[src/rtl/rr_park_arbiter.sv]
module rr_park_arbiter #(
  parameter int N = 5,
  parameter int IDLE_LIMIT = 15,
  localparam int OW = (N > 1) ? $clog2(N) : 1,
  localparam int CW = $clog2(IDLE_LIMIT + 1)
) (
  input  logic         clk,
  input  logic         rst_n,
  input  logic [N-1:0] req_n,
  input  logic         bus_idle,
  output logic [N-1:0] gnt_n
);

  logic [OW-1:0] owner, pick, nxt;
  logic [N-1:0]  broken, elig, mark;
  logic [CW-1:0] idle_cnt;
  logic          hold, expire;

  assign elig   = ~req_n & ~broken;
  assign hold   = ~req_n[owner] & ~broken[owner] & bus_idle;
  assign expire = hold && (idle_cnt == CW'(IDLE_LIMIT));
  assign mark   = expire ? (N'(1) << owner) : '0;
  assign nxt    = hold ? owner : pick;

  always_comb begin
    pick = owner;
    for (int k = N; k >= 1; k--)
      if (elig[(int'(owner) + k) % N]) pick = OW'((int'(owner) + k) % N);
  end

  always_ff @(posedge clk) begin
    if (!rst_n) begin
      owner    <= '0;
      gnt_n    <= ~N'(1);
      broken   <= '0;
      idle_cnt <= '0;
    end else begin
      owner    <= nxt;
      gnt_n    <= ~(N'(1) << nxt);
      broken   <= (broken | mark) & ~req_n;
      idle_cnt <= (hold && !expire) ? idle_cnt + 1'b1 : '0;
    end
  end

  a_r2_one_grant: assert property (@(posedge clk) disable iff (!rst_n)
    $countones(gnt_n) == N - 1);

  a_r4_park: assert property (@(posedge clk) disable iff (!rst_n)
    (elig == '0) |=> $stable(gnt_n));

  a_r5_hold: assert property (@(posedge clk) disable iff (!rst_n)
    hold |=> $stable(gnt_n));

  a_r7_mark: assert property (@(posedge clk) disable iff (!rst_n)
    expire |=> broken[$past(owner)]);

  a_r8_skip_broken: assert property (@(posedge clk) disable iff (!rst_n)
    !$stable(gnt_n) |-> ((~gnt_n & $past(broken)) == '0));

  a_r9_release: assert property (@(posedge clk) disable iff (!rst_n)
    (broken & $past(req_n)) == '0);

endmodule

[config.mk]
export PLATFORM = sky130hd
export DESIGN_NAME = rr_park_arbiter
export DESIGN_NICKNAME = d
export VERILOG_FILES = /design/src/rtl/rr_park_arbiter.sv
export SDC_FILE = /design/constraint.sdc
export NUM_CORES = 1
export LEC_CHECK = 0
export ABC_AREA = 1
export CAP_MARGIN = 5
export CORE_MARGIN = 4
export CORE_UTILIZATION = 55
export CTS_BUF_LIST = sky130_fd_sc_hd__clkbuf_4 sky130_fd_sc_hd__clkbuf_8
export CTS_CLUSTER_SIZE = 16
export DETAILED_ROUTE_END_ITERATION = 8
export HOLD_SLACK_MARGIN = 0.08
export PLACE_DENSITY = 0.74
export SLEW_MARGIN = 20
export SYNTH_ARGS = -nofsm -noshare
export SYNTH_HDL_FRONTEND = slang
export SYNTH_SLANG_ARGS = --single-unit
[constraint.sdc]
create_clock -name clk -period 9.8 [get_ports clk]
set_clock_uncertainty 0.2 [all_clocks]
set_input_delay 2.94 -clock clk [delete_from_list [all_inputs] [get_ports clk]]
set_output_delay 2.94 -clock clk [all_outputs]
set_load 0.1 [all_outputs]
==> results.sh, run 1 <==
export IMPL_cts_sinks=17
export IMPL_relSlewSlack_pct=34.95
export IMPL_reg2reg_to="gnt_n[1]"
export IMPL_clk_latency_ps=250
export IMPL_required_ps=9750
export IMPL_drive_gt1_share_pct=12.57
export IMPL_status="finished, final reports clean"
export IMPL_hold_viol_final=0
export IMPL_ant_nets=0
export IMPL_rsz0062_at_grt="no"
export IMPL_final_common_cell="nand2_1"
export IMPL_wl_per_cell_um=12.08
export IMPL_avgSynthCellArea_um2=6.239
export IMPL_clk_pin_slew_ps=70
export IMPL_path_cells="clkdlybuf4s50_1, nor2_1, inv_1, nor2_1, nand3_1, a21oi_1, nand2_1, nand2_1, nand2_1, nand2_1, nand2_1, nand2_1, nand2_1, nand2_1, nand2_1, inv_1, nand2_1"
export IMPL_ff2ff_setup_slack_ps=5160
export IMPL_antenna_found_initial=0
export IMPL_synth_fa_ha_area_share_pct=17.67
export IMPL_coreArea_um2=4029
export IMPL_die_w_um=72.79
export IMPL_grt_max_degree=23
export IMPL_fin_crit_ps=4988
export IMPL_cap_viol_max_count=0
export IMPL_fin_util_pct=62.52
export IMPL_wirelength_um=5218
export IMPL_start_util_pct=57.30
export IMPL_grt_usage_pct=21.69
export IMPL_area_growth_synth_to_final_pct=9.106
export IMPL_synth_compound_area_share_pct=8.455
export IMPL_rows=23
export IMPL_reg2reg_depth=27
export IMPL_die_area_um2=5298
export IMPL_max_clock_freq_ghz=0.2005
export IMPL_synthCells=370
export IMPL_nets=423
export IMPL_worstPathMaxFanout=7
export IMPL_r2r_start="owner[0]"
export IMPL_drc=0
export IMPL_h_tree_depth=1
export IMPL_chipHeight_um=72.79
export IMPL_critPathArrivalTime_ps=4930
export IMPL_setup_slack_ps=4813
export IMPL_cts_tree="built"
export IMPL_crit_family="simple AND/OR/NAND/NOR gates"
export IMPL_cts_setup_buffers=0
export IMPL_cp_start_kind="input port"
export IMPL_grt_first_pass_wirelength_um=9321
export IMPL_pin_count=13
export IMPL_synth_top_family_by_area="simple AND/OR/NAND/NOR gates"
export IMPL_cts_root_buffer="clkbuf_8"
export IMPL_insertedDiodeCount=0
export IMPL_grt_overflow=0
export IMPL_post_dp_hpwl_um=4149
export IMPL_grt_pass1_vias=2226
export IMPL_synth_warnings=0
export IMPL_ys_ff_latch=17
export IMPL_ys_seq_area_share_pct=14.74
export IMPL_final_cell_mix="nand2_1, inv_1, nand3_1"
export IMPL_worstMarginPinSlew_ps=972.7
export IMPL_worstSetupEndpointType="flip-flop"
export IMPL_holdBufCountCts=0
export IMPL_dr_first_iter_drc_count=118
export IMPL_dp_cells=428
export IMPL_synthSimpleGateAreaFrac_pct=44.17
export IMPL_pre_cts_slack_ps=4615
export IMPL_tns_ps=0
export IMPL_place_gp_congestion=0.9073
export IMPL_slowest_stage="nor2_1"
export IMPL_hold_depth=2
export IMPL_fin_cells=432
export IMPL_synth_top_area_cell="ha_1"
export IMPL_synth_xor_area_share_pct=4.065
export IMPL_worst_hold_path_endpoint="broken[3]"
export IMPL_max_stage_delay_ps=450
export IMPL_firstDrtPassIters=5
export IMPL_cts_inserted_buffers=3
export IMPL_synth_top_area_share_pct=16.80
export IMPL_clock_path_buffers=2
export IMPL_setup_viol=0
export IMPL_vias=2263
export IMPL_io_buffers=12
export IMPL_fillers=401
export IMPL_cts_resized_gates=0
export IMPL_crit_buf_inv=3
export IMPL_critical_path_class="input port to flip-flop"
export IMPL_netlist_area_um2=2308
export IMPL_finalCritPeriodShare_pct=50.89
export IMPL_synth_mux_area_share_pct=0
export IMPL_yosysUniqueCellTypes=37
export IMPL_synth_nets=410
export IMPL_crit_top_cell="nand2_1"
export IMPL_netlist_top_cells_area="ha_1, nand2_1, dfxtp_1"
export IMPL_hp_start="broken[3]"
export IMPL_hp_class="flip-flop to flip-flop"
export IMPL_viasPerCell=5.238
export IMPL_slew_violations=0
-- flip-flops by register name (all words and copies together) (netlist names) --
name / count
broken: 5
owner: 3
idle_cnt: 4
gnt_n: 5
-- area by class of cell --
cell class	count	area, µm²	share of cell area, %
Sequential cell	17	340.3	13.51
Clock inverter	1	5.005	0.1987
Tap cell	50	62.56	2.484
Timing Repair Buffer	13	127.6	5.067
Inverter	60	225.2	8.942
Multi-Input combinational cell	288	1717	68.16
Clock buffer	3	41.29	1.639
-- synthesized netlist by cell type --
cell	count
o21ai_2	1
nand3_4	1
a21boi_1	2
nand4_1	3
a31oi_1	1
or2_2	3
fa_1	1
clkbuf_1	4
a211oi_1	4
a31o_2	1
o22ai_1	1
nand2_1	94
ha_1	31
xor2_2	2
a21oi_2	1
o21a_1	1
inv_1	54
and2_4	1
nand3_1	50
o21ai_0	2
a21oi_1	12
inv_2	6
nand3_2	6
or2_1	1
nand2_2	19
buf_6	1
o21ai_1	2
nor2_1	32
nor3_1	2
xor2_1	5
dfxtp_1	17
o211ai_1	1
o31ai_1	1
nand2_4	2
xnor2_1	2
o2111ai_1	1
nand3b_1	2
-- cell families after synthesis --
logic type,after synthesis
simple gates,216
buf+inv,65
fa+ha+maj,32
compound gates,31
flops,17
xor+xnor,9
-- worst reg2reg max path: cells and delay by family (launching register included) --
family | cells | cell delay (ps)
XOR/XNOR | 1 | 200
adder cells (fa/ha/maj) | 3 | 1040
buffers and inverters | 5 | 930
flip-flops | 1 | 310
AND/OR/NAND/NOR | 18 | 1850
-- per-stage QoR --
step | hold WS [ps] | instance area [µm²]
3_3_place_gp | 230.9 | 2472
5_1_grt | 284.0 | 2519
4_1_cts | 267.3 | 2519
2_1_floorplan | 217.9 | 2308
3_5_place_dp | 258.8 | 2472
6_report | 260.8 | 2519
-- how the worst max path moves through the flow --
| stage | from | endpoint | slack [ps] | cells after the start |
|---|---|---|---|---|
| 2_1_floorplan | req_n[4] | gnt_n[4] | 5320 | 16 |
| 3_3_place_gp | req_n[4] | gnt_n[4] | 4680 | 17 |
| 3_5_place_dp | req_n[4] | gnt_n[4] | 4620 | 17 |
| 4_1_cts | req_n[4] | gnt_n[4] | 4860 | 17 |
| 5_1_grt | req_n[4] | gnt_n[4] | 4520 | 17 |
| 6_report | req_n[4] | gnt_n[4] | 4810 | 17 |
-- routing by layer --
metal / track usage (%) / part of all wire [%] / wire, µm / vias to the layer above
met2: 38.88 / 48 / 2510 / 44
li1: - / - / - / 1197
met4: 6.762 / 1.6 / 82 / 0
met5: 0 / 0 / 0 / -
met1: 27.24 / 46 / 2390 / 1012
met3: 1.928 / 4.5 / 235 / 10
Power of run 1 is not shown: default switching activity piles up to over one toggle a cycle in this logic, so the estimate is an artifact.
==> run 2, diff against run 1 <==
--- a/config.mk
+++ b/config.mk
@@ -13,7 +13,7 @@
 export CTS_CLUSTER_SIZE = 16
 export DETAILED_ROUTE_END_ITERATION = 8
 export HOLD_SLACK_MARGIN = 0.08
-export PLACE_DENSITY = 0.74
+export PLACE_DENSITY = 0.77
 export SLEW_MARGIN = 20
 export SYNTH_ARGS = -nofsm -noshare
 export SYNTH_HDL_FRONTEND = slang
==> constraint.sdc (replaced) <==
create_clock -name clk -period 4.25 [get_ports clk]
set_clock_uncertainty 0.2 [all_clocks]
set_input_delay 1.275 -clock clk [delete_from_list [all_inputs] [get_ports clk]]
set_output_delay 1.275 -clock clk [all_outputs]
set_load 0.1 [all_outputs]
==> run 2 against run 1 <==
First-iteration DRC count grew 14%. Routed wire length grew 0.86%. Flip-flop and latch count is the same. Via count grew 1.8%. Critical path depth grew 12. Sequential share of layout area shrank 0.62 points. Worst hold slack lost 8.3 ps. Final area grew 5.2%. Cell count grew 2.8%. Non-clock buffer count grew 12. Core utilization grew 3.3 points. Critical endpoint unchanged. Highest routed layer unchanged.
==> results.sh, run 2 (synthesis results as in run 1) <==
export IMPL_grt_usage_pct=22.13
export IMPL_crit_top_cell="nand2_1"
export IMPL_die_area_um2=5298
export IMPL_clock_path_buffers=2
export IMPL_wirelength_um=5263
export IMPL_place_gp_congestion=0.8410
export IMPL_r2r_start="owner[1]"
export IMPL_io_buffers=12
export IMPL_cap_viol_max_count=0
export IMPL_holdBufCountCts=0
export IMPL_critical_path_class="flip-flop to flip-flop"
export IMPL_slew_violations=0
export IMPL_status="finished, final reports clean"
export IMPL_dr_first_iter_drc_count=135
export IMPL_grt_first_pass_wirelength_um=9494
export IMPL_post_dp_hpwl_um=4300
export IMPL_insertedDiodeCount=0
export IMPL_critPathArrivalTime_ps=3870
export IMPL_hold_viol_final=0
export IMPL_crit_start="owner[1]"
export IMPL_nets=435
export IMPL_vias=2304
export IMPL_setup_viol=0
export IMPL_max_stage_delay_ps=330
export IMPL_firstDrtPassIters=4
export IMPL_setup_slack_ps=327.4
export IMPL_finalCritPeriodShare_pct=92.30
export IMPL_coreArea_um2=4029
export IMPL_worstPathMaxFanout=7
export IMPL_final_common_cell="nand2_1"
export IMPL_clk_latency_ps=260
export IMPL_viasPerCell=5.189
export IMPL_fillers=381
export IMPL_start_util_pct=57.30
export IMPL_cts_root_buffer="clkbuf_8"
export IMPL_reg2reg_to="gnt_n[4]"
export IMPL_pin_count=13
export IMPL_fin_crit_ps=3923
export IMPL_worstMarginPinSlew_ps=978.5
export IMPL_wl_per_cell_um=11.85
export IMPL_antenna_found_initial=0
export IMPL_slowest_stage="dfxtp_1"
export IMPL_cts_tree="built"
export IMPL_cts_sinks=17
export IMPL_pre_cts_slack_ps=198.3
export IMPL_cp_start_kind="flip-flop"
export IMPL_relSlewSlack_pct=34.56
export IMPL_final_cell_mix="nand2_1, inv_1, nand3_1"
export IMPL_ant_nets=0
export IMPL_h_tree_depth=1
export IMPL_clk_pin_slew_ps=70
export IMPL_hp_class="flip-flop to flip-flop"
export IMPL_critPathCapture="gnt_n[4]"
export IMPL_drc=0
export IMPL_chipHeight_um=72.79
export IMPL_rows=23
export IMPL_grt_overflow=0
export IMPL_grt_max_degree=22
export IMPL_die_w_um=72.79
export IMPL_area_growth_synth_to_final_pct=14.80
export IMPL_reg2reg_depth=29
export IMPL_worstSetupEndpointType="flip-flop"
export IMPL_max_clock_freq_ghz=0.2549
export IMPL_reg_largest_list="broken (5), gnt_n (5), idle_cnt (4)"
export IMPL_stdcell_area_um2=2650
export IMPL_ff2ff_setup_slack_ps=330
export IMPL_cts_inserted_buffers=3
export IMPL_drive_gt1_share_pct=17.77
export IMPL_required_ps=4200
export IMPL_grt_pass1_vias=2194
export IMPL_placed_area_um2=2547
[run 2: changes by cell type in the layout (fill, tap and decap cells not counted), sizes merged]
cell	delta
buf	+12
[run 2: cell type report]
| type | instances | area [µm²] | share of cell area [%] |
|---|---|---|---|
| clock buffers | 3 | 41.29 | 1.558 |
| clock inverters | 1 | 5.005 | 0.1889 |
| inverters | 60 | 225.2 | 8.499 |
| multi-input cells | 288 | 1744 | 65.82 |
| flip-flops and latches | 17 | 341.6 | 12.89 |
| well taps | 50 | 62.56 | 2.361 |
| repair buffers | 25 | 230.2 | 8.687 |
[run 2: worst min-delay path by stage]
stage,endpoint,slack (ps),from,depth (start not counted)
3_3_place_gp,idle_cnt[0],230,idle_cnt[0],1
4_1_cts,idle_cnt[0],250,idle_cnt[0],1
5_1_grt,idle_cnt[0],290,idle_cnt[0],1
3_5_place_dp,idle_cnt[0],240,idle_cnt[0],1
2_1_floorplan,idle_cnt[0],220,idle_cnt[0],1
6_report,idle_cnt[0],250,idle_cnt[0],1
[run 2: metrics by stage]
stage | TNS [ps] | hold slack, ps | util (%) | instances
finish | 0 | 252.5 | 65.78 | 444
global route | -2.482 | 293.5 | 65.78 | 444
CTS | 0 | 254.2 | 64.38 | 442
detailed placement | 0 | 243.3 | 63.23 | 438
global placement | 0 | 234.6 | 63.23 | 438
floorplan | 0 | 217.9 | - | 370
[run 2: repair_timing]
item	in CTS	in global routing
gates resized for setup	0	13
endpoints found under the hold margin	0	0
setup endpoints to repair	0	8
setup buffers	0	2
[run 2: critical path: cells and delay by family (launching register included)]
family,cells,cell delay (ps)
and+or+nand+nor,20,1880
DFF,1,330
adders and majority gates,3,690
AOI/OAI and AO/OA,1,150
buffers and inverters,5,550
[run 2: metal layers]
layer	part of all wire [%]	track usage, %	wire [µm]	vias to the layer above
met5	0	0	0	-
met4	1.5	6.352	77	0
met3	5.0	2.204	264	9
met2	46	37.37	2427	53
met1	47	29.81	2494	1021
li1	-	-	-	1221
Power of run 2 is left out for the same reason.
